**config.mk**
```make
export PLATFORM = sky130hd
export DESIGN_NAME = xfer_seq
export DESIGN_NICKNAME = d
export VERILOG_FILES = /design/src/rtl/xfer_pkg.sv /design/src/rtl/xfer_cmd_issuer.sv /design/src/rtl/xfer_wdata_feeder.sv /design/src/rtl/xfer_rd_checker.sv /design/src/rtl/xfer_seq.sv
export SDC_FILE = /design/constraint.sdc
export NUM_CORES = 1
export LEC_CHECK = 0
export ABC_AREA = 0
export BUFFER_PORTS_ARGS = -buffer_cell sky130_fd_sc_hd__buf_4
export CORE_AREA = 10 10 641 643
export CTS_CLUSTER_DIAMETER = 60
export CTS_CLUSTER_SIZE = 8
export DETAILED_ROUTE_END_ITERATION = 10
export DIE_AREA = 0 0 651 653
export GPL_TIMING_DRIVEN = 0
export SETUP_SLACK_MARGIN = 0.4
export SLEW_MARGIN = 20
export SYNTH_ARGS = -nofsm -noshare
export SYNTH_HDL_FRONTEND = slang
export SYNTH_HIERARCHICAL = 1
export SYNTH_SLANG_ARGS = --single-unit
```
**constraint.sdc**
```tcl
create_clock -name clk -period 6.7 [get_ports clk]
set_input_delay 0.335 -clock clk [delete_from_list [all_inputs] [get_ports clk]]
set_output_delay 0.335 -clock clk [all_outputs]
set_load 0.1 [all_outputs]
```
**src/rtl/xfer_pkg.sv**
```systemverilog
package xfer_pkg;

  localparam int PAT_LANE_W = 32;

  typedef enum logic [1:0] {
    PH_IDLE  = 2'd0,
    PH_WRITE = 2'd1,
    PH_READ  = 2'd2
  } phase_t;

  localparam logic [2:0] CMD_WR = 3'd0;
  localparam logic [2:0] CMD_RD = 3'd1;

  // One lane of the test word: top byte encodes the lane, low bits the word index.
  function automatic logic [PAT_LANE_W-1:0] lane_value(input logic [23:0] widx,
                                                       input logic [3:0]  lane);
    return {lane, 4'h0, widx};
  endfunction

  // Address of the next command in a strided sweep.
  function automatic logic [63:0] step_addr(input logic [63:0] cur, input int unsigned stride);
    return cur + 64'(stride);
  endfunction

endpackage

```
**src/rtl/xfer_cmd_issuer.sv**
```systemverilog
module xfer_cmd_issuer #(
  parameter int ADDR_W = 28,
  parameter int LEN_W  = 16,
  parameter int STRIDE = 8
) (
  input  logic              clk,
  input  logic              rst_n,
  input  logic              restart,
  input  logic              active,
  input  logic [ADDR_W-1:0] base,
  input  logic [LEN_W-1:0]  len,
  input  logic              rdy,
  output logic              en,
  output logic [ADDR_W-1:0] addr,
  output logic [LEN_W-1:0]  cnt,
  output logic              fire
);
  import xfer_pkg::*;

  logic [ADDR_W-1:0] addr_q;
  logic [LEN_W-1:0]  cnt_q;

  // The command stays presented with the same address until accepted.
  assign en   = active && (cnt_q != len);
  assign fire = en && rdy;
  assign addr = addr_q;
  assign cnt  = cnt_q;

  always_ff @(posedge clk or negedge rst_n) begin
    if (!rst_n) begin
      addr_q <= '0;
      cnt_q  <= '0;
    end else if (restart) begin
      addr_q <= base;
      cnt_q  <= '0;
    end else if (fire) begin
      addr_q <= ADDR_W'(step_addr(64'(addr_q), STRIDE));
      cnt_q  <= cnt_q + 1'b1;
    end
  end

endmodule

```
**src/rtl/xfer_wdata_feeder.sv**
```systemverilog
module xfer_wdata_feeder #(
  parameter int DATA_W = 512,
  parameter int LEN_W  = 16
) (
  input  logic              clk,
  input  logic              rst_n,
  input  logic              restart,
  input  logic              active,
  input  logic [LEN_W-1:0]  len,
  input  logic              fifo_empty,
  input  logic [DATA_W-1:0] fifo_dout,
  input  logic              wr_rdy,
  output logic              wr_en,
  output logic [DATA_W-1:0] wr_data,
  output logic              wr_end,
  output logic              fifo_rd,
  output logic [LEN_W-1:0]  cnt,
  output logic              fire
);
  logic [LEN_W-1:0] cnt_q;

  // Each command carries a single beat, so every beat closes its burst.
  assign wr_en   = active && !fifo_empty && (cnt_q != len);
  assign wr_data = fifo_dout;
  assign wr_end  = wr_en;
  assign fire    = wr_en && wr_rdy;
  assign fifo_rd = fire;
  assign cnt     = cnt_q;

  always_ff @(posedge clk or negedge rst_n) begin
    if (!rst_n)       cnt_q <= '0;
    else if (restart) cnt_q <= '0;
    else if (fire)    cnt_q <= cnt_q + 1'b1;
  end

endmodule

```
**src/rtl/xfer_rd_checker.sv**
```systemverilog
module xfer_rd_checker #(
  parameter int LANES  = 16,
  parameter int ADDR_W = 28,
  parameter int LEN_W  = 16,
  parameter int STRIDE = 8,
  localparam int DATA_W = LANES * xfer_pkg::PAT_LANE_W
) (
  input  logic              clk,
  input  logic              rst_n,
  input  logic              restart,
  input  logic              active,
  input  logic [ADDR_W-1:0] base,
  input  logic [LEN_W-1:0]  len,
  input  logic              rd_valid,
  input  logic [DATA_W-1:0] rd_data,
  output logic [LEN_W-1:0]  cnt,
  output logic              fire,
  output logic              last,
  output logic              err,
  output logic [ADDR_W-1:0] err_addr
);
  import xfer_pkg::*;

  logic [LEN_W-1:0]  cnt_q;
  logic [ADDR_W-1:0] chk_addr_q;
  logic [DATA_W-1:0] exp_word;
  logic              err_q;
  logic [ADDR_W-1:0] err_addr_q;
  logic              mismatch;

  for (genvar j = 0; j < LANES; j++) begin : g_lane
    assign exp_word[j*PAT_LANE_W +: PAT_LANE_W] = lane_value(24'(cnt_q), 4'(j));
  end

  assign fire     = active && rd_valid;
  assign last     = fire && (cnt_q == len - 1'b1);
  assign mismatch = fire && (rd_data != exp_word);
  assign cnt      = cnt_q;
  assign err      = err_q;
  assign err_addr = err_addr_q;

  always_ff @(posedge clk or negedge rst_n) begin
    if (!rst_n) begin
      cnt_q      <= '0;
      chk_addr_q <= '0;
      err_q      <= 1'b0;
      err_addr_q <= '0;
    end else if (restart) begin
      cnt_q      <= '0;
      chk_addr_q <= base;
      err_q      <= 1'b0;
      err_addr_q <= '0;
    end else if (fire) begin
      cnt_q      <= cnt_q + 1'b1;
      chk_addr_q <= ADDR_W'(step_addr(64'(chk_addr_q), STRIDE));
      if (mismatch && !err_q) begin
        err_q      <= 1'b1;
        err_addr_q <= chk_addr_q;
      end
    end
  end

endmodule

```
**src/rtl/xfer_seq.sv**
```systemverilog
module xfer_seq #(
  parameter int LANES  = 16,
  parameter int ADDR_W = 28,
  parameter int LEN_W  = 16,
  parameter int STRIDE = 8,
  localparam int DATA_W = LANES * xfer_pkg::PAT_LANE_W
) (
  input  logic              clk,
  input  logic              rst_n,
  input  logic              start,
  input  logic [ADDR_W-1:0] base_addr,
  input  logic [LEN_W-1:0]  xfer_len,
  input  logic              fifo_empty,
  input  logic [DATA_W-1:0] fifo_dout,
  output logic              fifo_rd,
  output logic              cmd_en,
  output logic [2:0]        cmd_code,
  output logic [ADDR_W-1:0] cmd_addr,
  input  logic              cmd_rdy,
  output logic              wr_en,
  output logic [DATA_W-1:0] wr_data,
  output logic              wr_end,
  input  logic              wr_rdy,
  input  logic [DATA_W-1:0] rd_data,
  input  logic              rd_valid,
  output logic              busy,
  output logic              done,
  output logic              err,
  output logic [ADDR_W-1:0] err_addr
);
  import xfer_pkg::*;

  phase_t            phase;
  logic [LEN_W-1:0]  len_q;
  logic [ADDR_W-1:0] base_q;
  logic              done_q;

  // Named internal events, also observed by the bound checker.
  logic              start_go;
  logic              to_read;
  logic              cmd_restart;
  logic [ADDR_W-1:0] cmd_base;
  logic              cmd_fire, wr_fire, rd_fire, rd_last;
  logic [LEN_W-1:0]  cmd_cnt, wr_cnt, rd_cnt;

  assign start_go    = (phase == PH_IDLE) && start;
  assign to_read     = (phase == PH_WRITE) && (cmd_cnt == len_q) && (wr_cnt == len_q);
  assign cmd_restart = start_go || to_read;
  assign cmd_base    = start_go ? base_addr : base_q;

  xfer_cmd_issuer #(.ADDR_W(ADDR_W), .LEN_W(LEN_W), .STRIDE(STRIDE)) u_cmd (
    .clk     (clk),
    .rst_n   (rst_n),
    .restart (cmd_restart),
    .active  (phase != PH_IDLE),
    .base    (cmd_base),
    .len     (len_q),
    .rdy     (cmd_rdy),
    .en      (cmd_en),
    .addr    (cmd_addr),
    .cnt     (cmd_cnt),
    .fire    (cmd_fire)
  );

  xfer_wdata_feeder #(.DATA_W(DATA_W), .LEN_W(LEN_W)) u_wdat (
    .clk        (clk),
    .rst_n      (rst_n),
    .restart    (start_go),
    .active     (phase == PH_WRITE),
    .len        (len_q),
    .fifo_empty (fifo_empty),
    .fifo_dout  (fifo_dout),
    .wr_rdy     (wr_rdy),
    .wr_en      (wr_en),
    .wr_data    (wr_data),
    .wr_end     (wr_end),
    .fifo_rd    (fifo_rd),
    .cnt        (wr_cnt),
    .fire       (wr_fire)
  );

  xfer_rd_checker #(.LANES(LANES), .ADDR_W(ADDR_W), .LEN_W(LEN_W), .STRIDE(STRIDE)) u_rchk (
    .clk      (clk),
    .rst_n    (rst_n),
    .restart  (start_go),
    .active   (phase == PH_READ),
    .base     (base_addr),
    .len      (len_q),
    .rd_valid (rd_valid),
    .rd_data  (rd_data),
    .cnt      (rd_cnt),
    .fire     (rd_fire),
    .last     (rd_last),
    .err      (err),
    .err_addr (err_addr)
  );

  always_ff @(posedge clk or negedge rst_n) begin
    if (!rst_n) begin
      phase  <= PH_IDLE;
      len_q  <= '0;
      base_q <= '0;
      done_q <= 1'b0;
    end else begin
      done_q <= 1'b0;
      unique case (phase)
        PH_IDLE: if (start) begin
          len_q  <= xfer_len;
          base_q <= base_addr;
          if (xfer_len == '0) done_q <= 1'b1;
          else                phase  <= PH_WRITE;
        end
        PH_WRITE: if (to_read) phase <= PH_READ;
        PH_READ: if (rd_last) begin
          phase  <= PH_IDLE;
          done_q <= 1'b1;
        end
        default: phase <= PH_IDLE;
      endcase
    end
  end

  assign cmd_code = (phase == PH_READ) ? CMD_RD : CMD_WR;
  assign busy     = (phase != PH_IDLE);
  assign done     = done_q;

endmodule

```
== Word-level counts from Yosys, hierarchy flattened ==
Index checks and enable logic that the tools add are counted.

* Register bits: 180
* Bits in latches: 0
* RAM bits: 0
* ROM bits: 0
* Output and inout port bits: 578
* Logic and storage cells: 81
* Memories: 0

* Add/sub/neg operators: 6
* $mul: 0
* Div/mod/pow operators: 0
* $lt $le $gt $ge: 0
* Equality and inequality tests: 12
* Shifts and indexed selects: 0
* Multiplexer cells: 27
* Bitwise operators: 0
* Reductions and logical operators: 25

{| class="wikitable"
|+ Operator list
! kind !! number
|-
| != test 512 bit || 1
|-
| 2-to-1 mux 28 bit || 8
|-
| 2-to-1 mux 16 bit || 6
|-
| adder 28 x 4 -> 28 bit (second input constant) || 2
|-
| adder 16 x 1 -> 16 bit (second input constant) || 3
|-
| == test 16 bit || 3
|-
| != test 16 bit || 2
|-
| zero test 16 bit || 1
|-
| subtractor 16 x 1 -> 16 bit (second input constant) || 1
|-
| logical AND 1 bit || 12
|-
| nonzero test 2 bit || 5
|-
| 2-to-1 mux 2 bit || 4
|-
| != test 2 bit (second input constant) || 4
|-
| 2-to-1 mux 1 bit || 7
|-
| case mux 2 bit (3 select lines) || 1
|-
| AND reduction 2 bit || 2
|-
| AND reduction 4 bit || 1
|-
| == test 2 x 1 -> 1 bit (second input constant) || 1
|-
| == test 2 bit (second input constant) || 1
|-
| zero test 1 bit || 2
|-
| zero test 2 bit || 1
|-
| case mux 1 bit (2 select lines) || 1
|-
| logical OR 1 bit || 1
|}

== Depth between registers and ports, before layout ==
* Depth in word-level cells: 7
* Mapped depth: 12

== Cells and area by module ==
Netlist, hierarchy kept.

{| class="wikitable"
|+ Modules (own cells, without submodules)
! module !! times used !! cells an instance !! area an instance (um2) !! seq. area each (um2)
|-
| xfer_rd_checker || 1 || 845 || 6856.6 || 1826.8
|-
| xfer_wdata_feeder || 1 || 636 || 4969.8 || 400.4
|-
| xfer_cmd_issuer || 1 || 311 || 2798.9 || 1101.1
|-
| xfer_seq || 1 || 166 || 2124.5 || 1176.1
|}

== Worst setup path after synthesis ==
Ideal clock, no wire load.

* Kind: flip-flop to output port
* From: register len_q[6]
* To: output port wr_end
* Arrival: 2.942 ns
* Required time: 6.365 ns
* Path slack: 3.423 ns
* Cell stages (with the launch flop): 8
* Path buffers: 3
* Cells stage by stage: dfrtp_1 xnor2_1 nand4_1 nor4_2 buf_6 buf_6 nor2b_1 buf_4

* Cells in the longest elaborated chain, start to end: 2

{| class="wikitable"
|+ Ends and longest elaborated chain
! item !! RTL line !! text
|-
| from (decl) || xfer_seq.sv:34 || <nowiki>logic [LEN_W-1:0] len_q;</nowiki>
|-
| from (signal assigned) || xfer_seq.sv:108 || <nowiki>len_q <= xfer_len;</nowiki>
|-
| != test 16 bit || xfer_wdata_feeder.sv:23 || <nowiki>assign wr_en = active && !fifo_empty && (cnt_q != len);</nowiki>
|-
| logical AND 1 bit || xfer_wdata_feeder.sv:23 ||
|-
| to (decl) || xfer_seq.sv:22 || <nowiki>output logic wr_end,</nowiki>
|}

No other way between the ends.

== Final worst setup path ==
* From: register u_rchk.cnt_q[1] (netlist: u_rchk/cnt[1])
* To: register u_rchk.err_addr_q[5] (netlist: u_rchk/err_addr[5])

* Cells in the longest elaborated chain, start to end: 5

{| class="wikitable"
|+ Ends and longest elaborated chain
! item !! RTL line !! text
|-
| from (decl) || xfer_rd_checker.sv:24 || <nowiki>logic [LEN_W-1:0] cnt_q;</nowiki>
|-
| from (signal assigned) || xfer_rd_checker.sv:54 || <nowiki>cnt_q <= cnt_q + 1'b1;</nowiki>
|-
| != test 512 bit || xfer_rd_checker.sv:37 || <nowiki>assign mismatch = fire && (rd_data != exp_word);</nowiki>
|-
| logical AND 1 bit || xfer_rd_checker.sv:37 ||
|-
| logical AND 1 bit || xfer_rd_checker.sv:56 || <nowiki>if (mismatch && !err_q) begin</nowiki>
|-
| nonzero test 2 bit (no source line) || n/a ||
|-
| AND reduction 2 bit (no source line) || n/a ||
|-
| to (signal assigned) || xfer_rd_checker.sv:58 || <nowiki>err_addr_q <= chk_addr_q;</nowiki>
|-
| to (decl) || xfer_rd_checker.sv:28 || <nowiki>logic [ADDR_W-1:0] err_addr_q;</nowiki>
|}

No other way between the ends.
A chain may end at the register's enable or synchronous reset.

==> impl_metrics.yaml <==
worst_setup_path:
  cp_data_arrival_time_ns: 5.66
  startpoint_type: "register"
  ff2ff_setup_slack_ns: 1.40
  worstSetupPathType: "reg -> reg"
  cp_max_fo: 10
  end_kind: "register"
  reg2reg_depth: 10
  cp.required_ns: 7.06
  regToRegEndpoint: "u_rchk/err_addr[5]$_DFFE_PN0P_"
  r2r_start: "u_rchk/cnt[1]$_DFFE_PN0P_"
clock_tree:
  clk_latency_ns: 0.49
  cts_tree: "built"
  cts_root_buf: "clkbuf_16"
  cts_buffers: 17
  cts_resized: 0
  post_cts_buffers: 0
  cts.reportedPaths.clkPinSlew_ns: 0.08
  cts_sinks: 180
  cts_max_level: 4
  clock_path_buffers: 2
  postCtsHoldBufs: 1
job:
  maxCapViolations: 0
finish:
  fin_cells: 8476
  fin_util: 0.0835
  nets: 4226
  multi_input_area_mm2: 0.00803
  fillCellCount: 46502
  finalInstanceArea_mm2: 0.0332
  regArea_mm2: 0.00450
  area_delta_synth_final_pct: 98.5
  drive_gt1_frac: 0.584
sta:
  tightest_slew_ns: 1.20
  finClkSkew_ns: 0.0124
  slew_viol_final: 0
  max_clock_freq_mhz: 189
  period_minus_slack_ns: 5.30
  setup_slack_ns: 1.40
  final-hold-violation-count: 0
  slew_headroom: 0.191
  finalCritPeriodShare: 0.791
  finalSetupViolCount: 0
  rsz0062_at_grt: "no"
placed_design:
  gp_congestion: 0.971
  post_dp_cell_area_mm2: 0.0325
  place_hpwl_mm: 329
  post-place-ws_ns: 1.06
  port_buffers: 1138
  dp_cells: 8390
floorplan:
  die_h_um: 653
  io-pin-count: 1653
  die_x_um: 651
  rows: 232
  die_area_mm2: 0.425
  initial_utilization: 0.0421
  core_mm2: 0.398
drt:
  dr.pass1.iters: 6
  vias: 22123
  routed_via_density: 2.61
  drc: 0
  ant_nets: 0
  wl_mm: 345
  drt_iter0_drc: 1878
  wire_per_inst_um: 40.7
pwr:
  ir_drop_uv: 131
  power_frac_comb: 0.588
  p_int_w: 0.00258
  seq_power_share: 0.224
  p_sw_frac: 0.555
  p_clk_frac: 0.188
  finalPower_w: 0.00579
  p_leak_nw: 13.7
  power.density_mw_per_mm2: 174
  p_switching_w: 0.00321
logic_synthesis:
  ys_warn_count: 6
  synth.avg_cell_area_um2: 8.56
  syn_area_mm2: 0.0167
  synthCells: 1957
global_routing:
  grt.overflow.total: 0
  track_usage: 0.153
  grt_pass1_wl_mm: 388
  grt_antenna_before_repair: 414
  grt_pass1_vias: 20808
  grt_max_degree: 85
min_path:
  min_path_cells: 3
  hp-start: "base_addr[13]"
  worstHoldPathType: "in -> reg"
  min_to: "u_rchk/chk_addr_q[13]$_DFFE_PN0P_"
outcome:
  status: "finished clean"
[power by group through the flow]
stage | Combinational (W) | Sequential, W | Clock, W
floorplan | 0.00183 | 0.00136 | 0
global placement | 0.00338 | 0.00133 | 0
detailed placement | 0.00344 | 0.00133 | 0
CTS | 0.00344 | 0.00131 | 0.00112
global route | 0.00354 | 0.00131 | 0.00115
finish | 0.00340 | 0.00130 | 0.00109
[metrics by stage]
| step | hold WS [ns] | TNS, ns |
|---|---|---|
| after CTS | 0.0360 | 0 |
| after global placement | 0.461 | -34.91 |
| after detailed placement | 0.257 | 0 |
| after floorplan | 0.0394 | 0 |
| final | 0.0753 | 0 |
| after global routing | 0.0560 | 0 |
[critical path: stages (launching register included)]
cell and delay [ns]:
dfrtp_1 0.71, clkbuf_2 0.54, xnor2_1 0.69, nand4_1 0.41
nor4_1 0.84, nand4_1 0.57, nor4_2 0.58, a211oi_2 0.23
buf_6 0.23, buf_6 0.18, mux2i_1 0.13
[final cells by class]
cell class	count	area share
diodes	54	0.00407
plain buffers	590	0.129
clock buffers	18	0.0132
clock inverters	13	0.00478
inverters	23	0.00260
multi-input cells	1165	0.242
flip-flops and latches	180	0.136
well taps	5265	0.198
repair buffers	1168	0.271
[routing by layer]
metal	up-vias	global-route usage	part of all wire
li1	8912	-	-
met1	10252	0.150	0.33
met2	2069	0.256	0.46
met3	782	0.123	0.18
met4	108	0.0288	0.030
met5	-	0	0.0020
[how the worst max path moves through the flow]
stage / start / to / slack (ns) / cells after the start
floorplan: len_q[6]$_DFFE_PN0P_ / wr_end / 3.42 / 7
global placement: rd_data[50] / u_rchk/err_addr[24]$_DFFE_PN0P_ / -1.30 / 10
detailed placement: u_rchk/cnt[1]$_DFFE_PN0P_ / u_rchk/err_addr[25]$_DFFE_PN0P_ / 1.06 / 10
CTS: u_rchk/cnt[1]$_DFFE_PN0P_ / u_rchk/err_addr[25]$_DFFE_PN0P_ / 1.03 / 10
global route: u_rchk/cnt[1]$_DFFE_PN0P_ / u_rchk/err_addr[25]$_DFFE_PN0P_ / 1.32 / 10
finish: u_rchk/cnt[1]$_DFFE_PN0P_ / u_rchk/err_addr[5]$_DFFE_PN0P_ / 1.40 / 10
[layout by cell type (no fill, tap or decap), types with 9 or more instances in the layout]
| master | instances |
|---|---|
| xnor2_1 | 91 |
| clkbuf_2 | 16 |
| o21ai_0 | 45 |
| and4_1 | 14 |
| nor4b_1 | 16 |
| clkbuf_1 | 32 |
| buf_6 | 15 |
| o22ai_1 | 17 |
| mux2i_1 | 49 |
| buf_16 | 9 |
| nand2b_1 | 60 |
| nand4_1 | 77 |
| or4_1 | 50 |
| and3_1 | 56 |
| buf_4 | 1666 |
| xor2_1 | 64 |
| dfrtp_1 | 180 |
| clkbuf_16 | 17 |
| o31ai_1 | 29 |
| or3_1 | 34 |
| nor3_1 | 49 |
| nor2b_1 | 14 |
| a31oi_1 | 26 |
| a21oi_1 | 28 |
| nand3_1 | 66 |
| buf_2 | 9 |
| nor4_2 | 19 |
| nor4_1 | 53 |
| diode_2 | 54 |
| nor2_1 | 77 |
| mux2_2 | 48 |
| inv_1 | 22 |
| nand2_1 | 91 |
[sequential cells by signal (all words and copies together), names as in the netlist]
name / flops
base_q: 28
u_rchk/err: 1
u_cmd/addr: 28
done: 1
u_wdat/cnt: 16
u_rchk/cnt: 16
u_cmd/cnt: 16
len_q: 16
u_rchk/chk_addr_q: 28
u_rchk/err_addr: 28
phase: 2
(Power assumes the default switching activity.)
